[src/rtl/cntp_pkg.sv]
package cntp_pkg;
    parameter int DATA_W    = 32;
    parameter int CNT_W     = 8;
    parameter int NUM_WORDS = 32;

    localparam int IDX_W  = $clog2(NUM_WORDS);
    localparam int LSB    = $clog2(DATA_W / 8);
    localparam int ADDR_W = IDX_W + LSB;

    typedef enum logic [1:0] {
        OP_HOLD = 2'b00,
        OP_UP   = 2'b01,
        OP_LOAD = 2'b10,
        OP_ZERO = 2'b11
    } op_e;

    localparam logic [1:0] RESP_OKAY = 2'b00;
endpackage

[src/rtl/cntp_core.sv]
module cntp_core
    import cntp_pkg::*;
#(
    parameter int W = CNT_W
) (
    input  logic         clk,
    input  logic         rst_n,
    input  op_e          op_i,
    input  logic [W-1:0] preset_i,
    output logic [W-1:0] count_o,
    output logic         wrap_o
);
    localparam logic [W-1:0] TOP = {W{1'b1}};

    typedef struct packed {
        logic [W-1:0] count;
    } core_s;

    core_s st_d, st_q;

    always_comb begin
        st_d = st_q;
        unique case (op_i)
            OP_HOLD: st_d.count = st_q.count;
            OP_UP:   st_d.count = st_q.count + 1'b1;
            OP_LOAD: st_d.count = preset_i;
            OP_ZERO: st_d.count = '0;
            default: st_d.count = st_q.count;
        endcase
    end

    always_ff @(posedge clk) begin
        if (!rst_n) st_q <= '0;
        else        st_q <= st_d;
    end

    assign count_o = st_q.count;
    assign wrap_o  = (op_i == OP_UP) && (st_q.count == TOP);

    // operating codes act on the next edge
    a_r4_hold: assert property (@(posedge clk) disable iff (!rst_n)
        (op_i == OP_HOLD) |=> $stable(count_o));
    a_r4_up: assert property (@(posedge clk) disable iff (!rst_n)
        (op_i == OP_UP) |=> (count_o == W'($past(count_o) + 1'b1)));
    a_r4_zero: assert property (@(posedge clk) disable iff (!rst_n)
        (op_i == OP_ZERO) |=> (count_o == '0));
    a_r4_load: assert property (@(posedge clk) disable iff (!rst_n)
        (op_i == OP_LOAD) |=> (count_o == $past(preset_i)));
endmodule

[src/rtl/cntp_flag.sv]
module cntp_flag (
    input  logic clk,
    input  logic rst_n,
    input  logic set_i,
    input  logic clr_i,
    output logic flag_o
);
    typedef struct packed {
        logic flag;
    } flag_s;

    flag_s st_d, st_q;

    always_comb begin
        st_d = st_q;
        if (set_i)      st_d.flag = 1'b1;
        else if (clr_i) st_d.flag = 1'b0;
    end

    always_ff @(posedge clk) begin
        if (!rst_n) st_q <= '0;
        else        st_q <= st_d;
    end

    assign flag_o = st_q.flag;

    // a set always lands, even alongside a clear
    a_r9_set_wins: assert property (@(posedge clk) disable iff (!rst_n)
        set_i |=> flag_o);
    // a clear without a set empties the flag
    a_r8_clear: assert property (@(posedge clk) disable iff (!rst_n)
        (clr_i && !set_i) |=> !flag_o);
endmodule

[src/rtl/cntp_regs.sv]
module cntp_regs
    import cntp_pkg::*;
#(
    parameter int DW = DATA_W,
    parameter int CW = CNT_W,
    parameter int AW = ADDR_W
) (
    input  logic          clk,
    input  logic          rst_n,
    input  logic [AW-1:0] awaddr,
    input  logic          awvalid,
    output logic          awready,
    input  logic [DW-1:0] wdata,
    input  logic [DW/8-1:0] wstrb,
    input  logic          wvalid,
    output logic          wready,
    output logic [1:0]    bresp,
    output logic          bvalid,
    input  logic          bready,
    input  logic [AW-1:0] araddr,
    input  logic          arvalid,
    output logic          arready,
    output logic [DW-1:0] rdata,
    output logic [1:0]    rresp,
    output logic          rvalid,
    input  logic          rready,
    input  logic [CW-1:0] count_i,
    input  logic          flag_i,
    output logic [CW-1:0] preset_o,
    output op_e           op_o,
    output logic          clr_o
);
    localparam int NB = DW / 8;
    localparam int BL = $clog2(NB);
    localparam int IW = AW - BL;

    localparam logic [IW-1:0] IDX_PRESET = IW'(0);
    localparam logic [IW-1:0] IDX_OP     = IW'(1);
    localparam logic [IW-1:0] IDX_SCRATCH= IW'(2);
    localparam logic [IW-1:0] IDX_FLAG   = IW'(3);
    localparam int CLR_BIT = 1;

    typedef struct packed {
        logic [CW-1:0] preset;
        logic [DW-1:0] opw;
        logic [DW-1:0] scratch;
        logic          bvalid;
        logic          rvalid;
        logic [DW-1:0] rdata;
    } regs_s;

    regs_s st_d, st_q;

    logic [IW-1:0] widx, ridx;
    logic          wr_fire, rd_fire;
    logic [DW-1:0] merged_op, merged_scratch, merged_preset;
    logic          unused_lsbs;

    assign widx = awaddr[AW-1:BL];
    assign ridx = araddr[AW-1:BL];
    assign unused_lsbs = ^{awaddr[BL-1:0], araddr[BL-1:0], merged_preset[DW-1:CW]};

    assign awready = awvalid && wvalid && !st_q.bvalid;
    assign wready  = awready;
    assign arready = !st_q.rvalid;
    assign wr_fire = awready;
    assign rd_fire = arvalid && arready;

    for (genvar b = 0; b < NB; b++) begin : g_lane
        assign merged_op[8*b +: 8]      = wstrb[b] ? wdata[8*b +: 8] : st_q.opw[8*b +: 8];
        assign merged_scratch[8*b +: 8] = wstrb[b] ? wdata[8*b +: 8] : st_q.scratch[8*b +: 8];
        assign merged_preset[8*b +: 8]  = wstrb[b] ? wdata[8*b +: 8] : DW'(st_q.preset) >> (8*b) & DW'(8'hFF);
    end

    always_comb begin
        st_d = st_q;
        if (wr_fire) begin
            unique case (widx)
                IDX_PRESET:  st_d.preset  = merged_preset[CW-1:0];
                IDX_OP:      st_d.opw     = merged_op;
                IDX_SCRATCH: st_d.scratch = merged_scratch;
                default: ;
            endcase
            st_d.bvalid = 1'b1;
        end else if (st_q.bvalid && bready) begin
            st_d.bvalid = 1'b0;
        end

        if (rd_fire) begin
            unique case (ridx)
                IDX_PRESET:  st_d.rdata = DW'(count_i);
                IDX_OP:      st_d.rdata = st_q.opw;
                IDX_SCRATCH: st_d.rdata = st_q.scratch;
                IDX_FLAG:    st_d.rdata = DW'(flag_i);
                default:     st_d.rdata = '0;
            endcase
            st_d.rvalid = 1'b1;
        end else if (st_q.rvalid && rready) begin
            st_d.rvalid = 1'b0;
        end
    end

    always_ff @(posedge clk) begin
        if (!rst_n) st_q <= '0;
        else        st_q <= st_d;
    end

    assign bvalid   = st_q.bvalid;
    assign rvalid   = st_q.rvalid;
    assign rdata    = st_q.rdata;
    assign bresp    = RESP_OKAY;
    assign rresp    = RESP_OKAY;
    assign preset_o = st_q.preset;
    assign op_o     = op_e'(st_q.opw[1:0]);
    assign clr_o    = wr_fire && (widx == IDX_FLAG) && wstrb[0] && wdata[CLR_BIT];

    // responses persist until taken, one transfer in flight per channel
    a_r10_bhold: assert property (@(posedge clk) disable iff (!rst_n)
        (bvalid && !bready) |=> bvalid);
    a_r10_rhold: assert property (@(posedge clk) disable iff (!rst_n)
        (rvalid && !rready) |=> (rvalid && $stable(rdata)));
    a_r10_no_aw_while_b: assert property (@(posedge clk) disable iff (!rst_n)
        bvalid |-> !awready);
    a_r10_no_ar_while_r: assert property (@(posedge clk) disable iff (!rst_n)
        rvalid |-> !arready);
endmodule

[src/rtl/cntp_top.sv]
module cntp_top
    import cntp_pkg::*;
#(
    parameter int DW = DATA_W,
    parameter int CW = CNT_W,
    parameter int AW = ADDR_W
) (
    input  logic            clk,
    input  logic            rst_n,
    input  logic [AW-1:0]   s_awaddr,
    input  logic            s_awvalid,
    output logic            s_awready,
    input  logic [DW-1:0]   s_wdata,
    input  logic [DW/8-1:0] s_wstrb,
    input  logic            s_wvalid,
    output logic            s_wready,
    output logic [1:0]      s_bresp,
    output logic            s_bvalid,
    input  logic            s_bready,
    input  logic [AW-1:0]   s_araddr,
    input  logic            s_arvalid,
    output logic            s_arready,
    output logic [DW-1:0]   s_rdata,
    output logic [1:0]      s_rresp,
    output logic            s_rvalid,
    input  logic            s_rready,
    output logic [CW-1:0]   led_o,
    output logic            irq_o
);
    logic [CW-1:0] count, preset;
    op_e           op;
    logic          wrap, clr, flag;

    cntp_regs #(.DW(DW), .CW(CW), .AW(AW)) u_regs (
        .clk(clk), .rst_n(rst_n),
        .awaddr(s_awaddr), .awvalid(s_awvalid), .awready(s_awready),
        .wdata(s_wdata), .wstrb(s_wstrb), .wvalid(s_wvalid), .wready(s_wready),
        .bresp(s_bresp), .bvalid(s_bvalid), .bready(s_bready),
        .araddr(s_araddr), .arvalid(s_arvalid), .arready(s_arready),
        .rdata(s_rdata), .rresp(s_rresp), .rvalid(s_rvalid), .rready(s_rready),
        .count_i(count), .flag_i(flag),
        .preset_o(preset), .op_o(op), .clr_o(clr)
    );

    cntp_core #(.W(CW)) u_core (
        .clk(clk), .rst_n(rst_n), .op_i(op), .preset_i(preset),
        .count_o(count), .wrap_o(wrap)
    );

    cntp_flag u_flag (
        .clk(clk), .rst_n(rst_n), .set_i(wrap), .clr_i(clr), .flag_o(flag)
    );

    assign led_o = count;
    assign irq_o = flag;

    // the interrupt follows a wrap on the next edge
    a_r7_wrap_irq: assert property (@(posedge clk) disable iff (!rst_n)
        (op == OP_UP && count == {CW{1'b1}}) |=> (irq_o && led_o == '0));
endmodule

[config.mk]
export PLATFORM = sky130hd
export DESIGN_NAME = cntp_top
export DESIGN_NICKNAME = d
export VERILOG_FILES = /design/src/rtl/cntp_pkg.sv /design/src/rtl/cntp_core.sv /design/src/rtl/cntp_flag.sv /design/src/rtl/cntp_regs.sv /design/src/rtl/cntp_top.sv
export SDC_FILE = /design/constraint.sdc
export NUM_CORES = 1
export LEC_CHECK = 0
export BUFFER_PORTS_ARGS = -buffer_cell sky130_fd_sc_hd__buf_2
export CAP_MARGIN = 5
export CORE_MARGIN = 3
export CORE_UTILIZATION = 44
export CTS_BUF_LIST = sky130_fd_sc_hd__clkbuf_4
export CTS_CLUSTER_SIZE = 12
export DETAILED_ROUTE_END_ITERATION = 12
export MAX_ROUTING_LAYER = met4
export PLACE_DENSITY = 0.66
export REMOVE_ABC_BUFFERS = 1
export SYNTH_ARGS = -nofsm -noshare
export SYNTH_HDL_FRONTEND = slang
export SYNTH_SLANG_ARGS = --single-unit
[constraint.sdc]
create_clock -name clk -period 3.2 [get_ports clk]
set_input_delay 0.64 -clock clk [delete_from_list [all_inputs] [get_ports clk]]
set_output_delay 0.64 -clock clk [all_outputs]
set_load 0.03 [all_outputs]
# Yosys cells after proc, flatten, opt, wreduce, memory -nomap -nowiden
# Cells that the tools add are included.
# totals
out_inout_bits	50
wordCells	59
ff_bits	115
# classes
muxes	8
n_eq_ne	10
n_addsub	1
reduce_logical	26
# ops
cell	count
32-bit case mux with 4 select lines	1
3-bit AND reduction	9
8-bit case mux with 3 select lines	1
5-bit by 2-bit == test with 1-bit output (second input constant)	4
5-bit by 1-bit == test with 1-bit output (second input constant)	2
5-bit zero test	2
1-bit logical AND	9
8-bit by 1-bit adder with 8-bit output (second input constant)	1
8-bit == test (second input constant)	1
1-bit two-way mux	6
2-bit nonzero test	3
2-bit == test (second input constant)	2
2-bit by 1-bit == test with 1-bit output (second input constant)	1
1-bit zero test	2
2-bit zero test	1

# Depth between registers and ports, before layout
# depth
word_depth	7
mapped_depth	5
depth_no_buf	4

# Modules after synthesis
# Synthesis repeated with hierarchy kept, for this count alone.
# unflattened
cells_unflattened	588
area_unflattened_um2	5531.6
# modules_own_cells
module	cells_per_inst	instances	area_each_um2	seq_area_each_um2
cntp_regs	526	1	4981.0	2122.0
cntp_core	59	1	509.2	160.2
cntp_flag	3	1	41.3	20.0

# Least setup slack after synthesis
# No wires, ideal clock.
# synth_timing
path_type	input to output
from	input port s_awvalid
to	output port s_wready
arrival_ns	1.440
cell_stages	3
required_ns	2.560
n_path_buf	2
slack_ns	1.120
path_cell_list	and3b_1 > clkbuf_1 > buf_4
# synth_via
elab_chain_len	2
# synth_rtl
element	line	text
start, declared	cntp_top.sv:11	input logic s_awvalid,
1-bit logical AND (2 in a row)	cntp_regs.sv:63	assign awready = awvalid && wvalid && !st_q.bvalid;
end, declared	cntp_top.sv:16	output logic s_wready,
# No other way between the ends.

# Worst setup path after layout
# layout_timing
from	register u_regs.st_q, in the netlist u_regs.bvalid
to	output port s_wready
# layout_via
elab_chain_len	2
# layout_rtl
element	line	text
start, declared	cntp_regs.sv:52	regs_s st_d, st_q;
start signal, assigned	cntp_regs.sv:105	else st_q <= st_d;
1-bit zero test	cntp_regs.sv:63	
1-bit logical AND	cntp_regs.sv:63	
# No other way between the ends.

==> flow_metrics.env <==
export IMPL_num_rows=39
export IMPL_startpoint_type="register"
export IMPL_setup_worst_path_end_class="output port"
export IMPL_synthFlopType="dfxtp_1"
export IMPL_finalSetupViolations=0
export IMPL_synthesis_area_mm2=0.00538
export IMPL_yosysSeqAreaShare_pct=42.8
export IMPL_tightest_slew_ns=0.651
export IMPL_period_share_pct=67.8
export IMPL_seqPwrFrac_pct=56.3
export IMPL_die_area_mm2=0.0136
export IMPL_fin_cells=773
export IMPL_yosys_warnings=0
export IMPL_share_comb_of_total_power_pct=8.0
export IMPL_tns_ns=0
export IMPL_via_count=4220
export IMPL_power_mw=2.58
export IMPL_drtIter0Drc=237
export IMPL_synth_seq_cells=115
export IMPL_async_flop_share_pct=0
export IMPL_hold_viol=0
export IMPL_grt_pass1_wl_mm=20.5
export IMPL_synth_edf_count=0
export IMPL_avgRoutedWirePerCell_um=16.5
export IMPL_final_antenna_net_count=0
export IMPL_clockBufferDepth=2
export IMPL_htree_levels=4
export IMPL_worstSetupPathType="reg -> out"
export IMPL_nets=676
export IMPL_numCtsBuffers=17
export IMPL_grt_pass1_vias=4159
export IMPL_dpl_cell_area_mm2=0.00569
export IMPL_swShare_pct=25.7
export IMPL_fmax_ghz=0.461
export IMPL_postCtsHoldBufs=0
export IMPL_n_antenna_cell=0
export IMPL_rsz0062_at_grt="no"
export IMPL_crit_required_ns=2.56
export IMPL_gp_congestion=0.784
export IMPL_firstDrtPassIters=5
export IMPL_vdd_drop_max_uv=299
export IMPL_dp_cells=742
export IMPL_syn_avg_cell_area_um2=9.47
export IMPL_synth_area_leaders="dfxtp_1 (43%), mux2i_1 (16%), nand2_1 (7.5%)"
export IMPL_grt_ovfl_total=0
export IMPL_power_leakage_nw=2.45
export IMPL_status="finished, final reports clean"
export IMPL_io_buffers=98
export IMPL_fin_worst_skew_ns=0.0157
export IMPL_cap_violations=0
export IMPL_cts_setup_buffers=0
export IMPL_layout_commonest_cell="dfxtp_1"
export IMPL_initial_core_util_pct=46.1
export IMPL_core_area_mm2=0.0117
export IMPL_synth_top_area_share_pct=42.8
export IMPL_cp_arrival_ns=1.53
export IMPL_pwr_share_clk_pct=35.7
export IMPL_slew_limit_headroom_pct=56.4
export IMPL_track_usage_pct=20.0
export IMPL_synthCells=568
export IMPL_cts_tree="built"
export IMPL_antenna_found_initial=0
export IMPL_p_int_mw=1.91
export IMPL_clkSlewWorstSetupHoldPaths_ns=0.10
export IMPL_clkSinkCount=115
export IMPL_viasPerCell=5.46
export IMPL_switching_power_uw=662
export IMPL_ys_types=42
export IMPL_hold_slack_ns=0.371
export IMPL_clk_latency_ns=0.52
export IMPL_slew_viol_final=0
export IMPL_layout_common_cells="dfxtp_1 (115), nand2_1 (107), buf_2 (97)"
export IMPL_route_detailed_drc=0
export IMPL_fp_dieH_um=117
export IMPL_top_level_ports=107
export IMPL_final_area_mm2=0.00592
export IMPL_hp_class="in -> reg"
export IMPL_period_minus_slack_ns=2.17
export IMPL_ctsResizeCount=0
export IMPL_critPathMaxFanout=7
export IMPL_drt_wl_total_mm=12.8
export IMPL_grt_max_degree=54
export IMPL_root_buffer="clkbuf_4"
export IMPL_p_per_area_mw_per_mm2=435
export IMPL_hpwl_mm=8.69
export IMPL_layout_drive_gt1_share_pct=23.0
export IMPL_die_w_um=117
export IMPL_syn_to_final_growth_pct=9.97
export IMPL_synth_top_area_cell="dfxtp_1"
==> power by group through the flow <==
stage,registers (mW),clock network [mW],logic (mW)
finish,1.45,0.920,0.207
detailed placement,1.48,0,0.205
floorplan,1.49,0,0.0794
CTS,1.45,0.946,0.206
global route,1.45,1.02,0.225
global placement,1.48,0,0.200
==> kinds of logic (layout without fill, tap and decap cells) <==
| family | after synthesis | after routing | share of synthesized area (%) |
|---|---|---|---|
| AO/OA/AOI/OAI | 82 | 82 | 11.2 |
| adder cells (fa/ha/maj) | 1 | 1 | 0.232 |
| buffers and inverters | 83 | 142 | 8.65 |
| flip-flops | 115 | 115 | 42.8 |
| multiplexers | 86 | 86 | 16.2 |
| other | 1 | 4 | 0.0697 |
| AND/OR/NAND/NOR | 200 | 200 | 20.8 |
==> per-stage QoR <==
step                util [%]  setup WS (ns)
detailed placement      48.8          0.844
finish                  50.7           1.03
global route            50.7          0.926
CTS                     50.7          0.986
global placement        48.8          0.908
floorplan                  -          0.496
==> cell usage after synthesis (all sizes together), types with 2 or more instances <==
master	number
a21boi	3
a21oi	24
a22o	32
and3b	2
buf	46
clkbuf	33
dfxtp	115
inv	4
mux2i	85
nand2	107
nand2b	4
nand3	5
nand3b	51
nand4	2
nand4b	5
nor2	3
nor2b	4
nor3	8
o21a	4
o21ai	4
o22ai	2
o2bb2ai	7
o311a	2
or3	2
or4	2
==> layout make-up <==
type | instances | area [um^2]
Clock inverter | 9 | 65.1
Sequential cell | 115 | 2300
Clock buffer | 22 | 165
Fill cell | 1122 | 5740
Tap cell | 143 | 179
Multi-Input combinational cell | 373 | 2630
Inverter | 4 | 15.0
Timing Repair Buffer | 107 | 561
==> per-layer routing <==
metal	global-route usage (%)	wire, um	vias to the layer above
li1	-	-	2063
met1	24.6	5900	2026
met2	32.3	6080	116
met3	5.54	634	15
met4	5.50	162	0
met5	-	0	-
==> flip-flops by register name, indices dropped and copies added (netlist names) <==
register         flops
u_regs.st_q         62
u_regs.rdata        32
u_core.count_o       8
u_regs.preset_o      8
u_regs.op_o          2
u_flag.flag_o        1
u_regs.bvalid        1
u_regs.rvalid        1
==> final timing paths <==
| kind | from | endpoint | slack (ns) | cells after the start |
|---|---|---|---|---|
| max | u_regs.bvalid$_SDFFE_PN0P_ | s_wready | 1.03 | 2 |
| min | s_rready | u_regs.rvalid$_SDFFE_PN0P_ | 0.37 | 3 |
| min reg2reg | u_regs.st_q[81]$_SDFFE_PN0P_ | u_regs.st_q[81]$_SDFFE_PN0P_ | 0.46 | 2 |
| max reg2reg | u_regs.bvalid$_SDFFE_PN0P_ | u_regs.st_q[40]$_SDFFE_PN0P_ | 1.45 | 3 |
==> critical path, stage by stage, from the launching register on <==
cell and delay [ns]:
dfxtp_1 0.36, and3b_1 0.39, buf_2 0.26
Power figures use the tool's default switching activity.
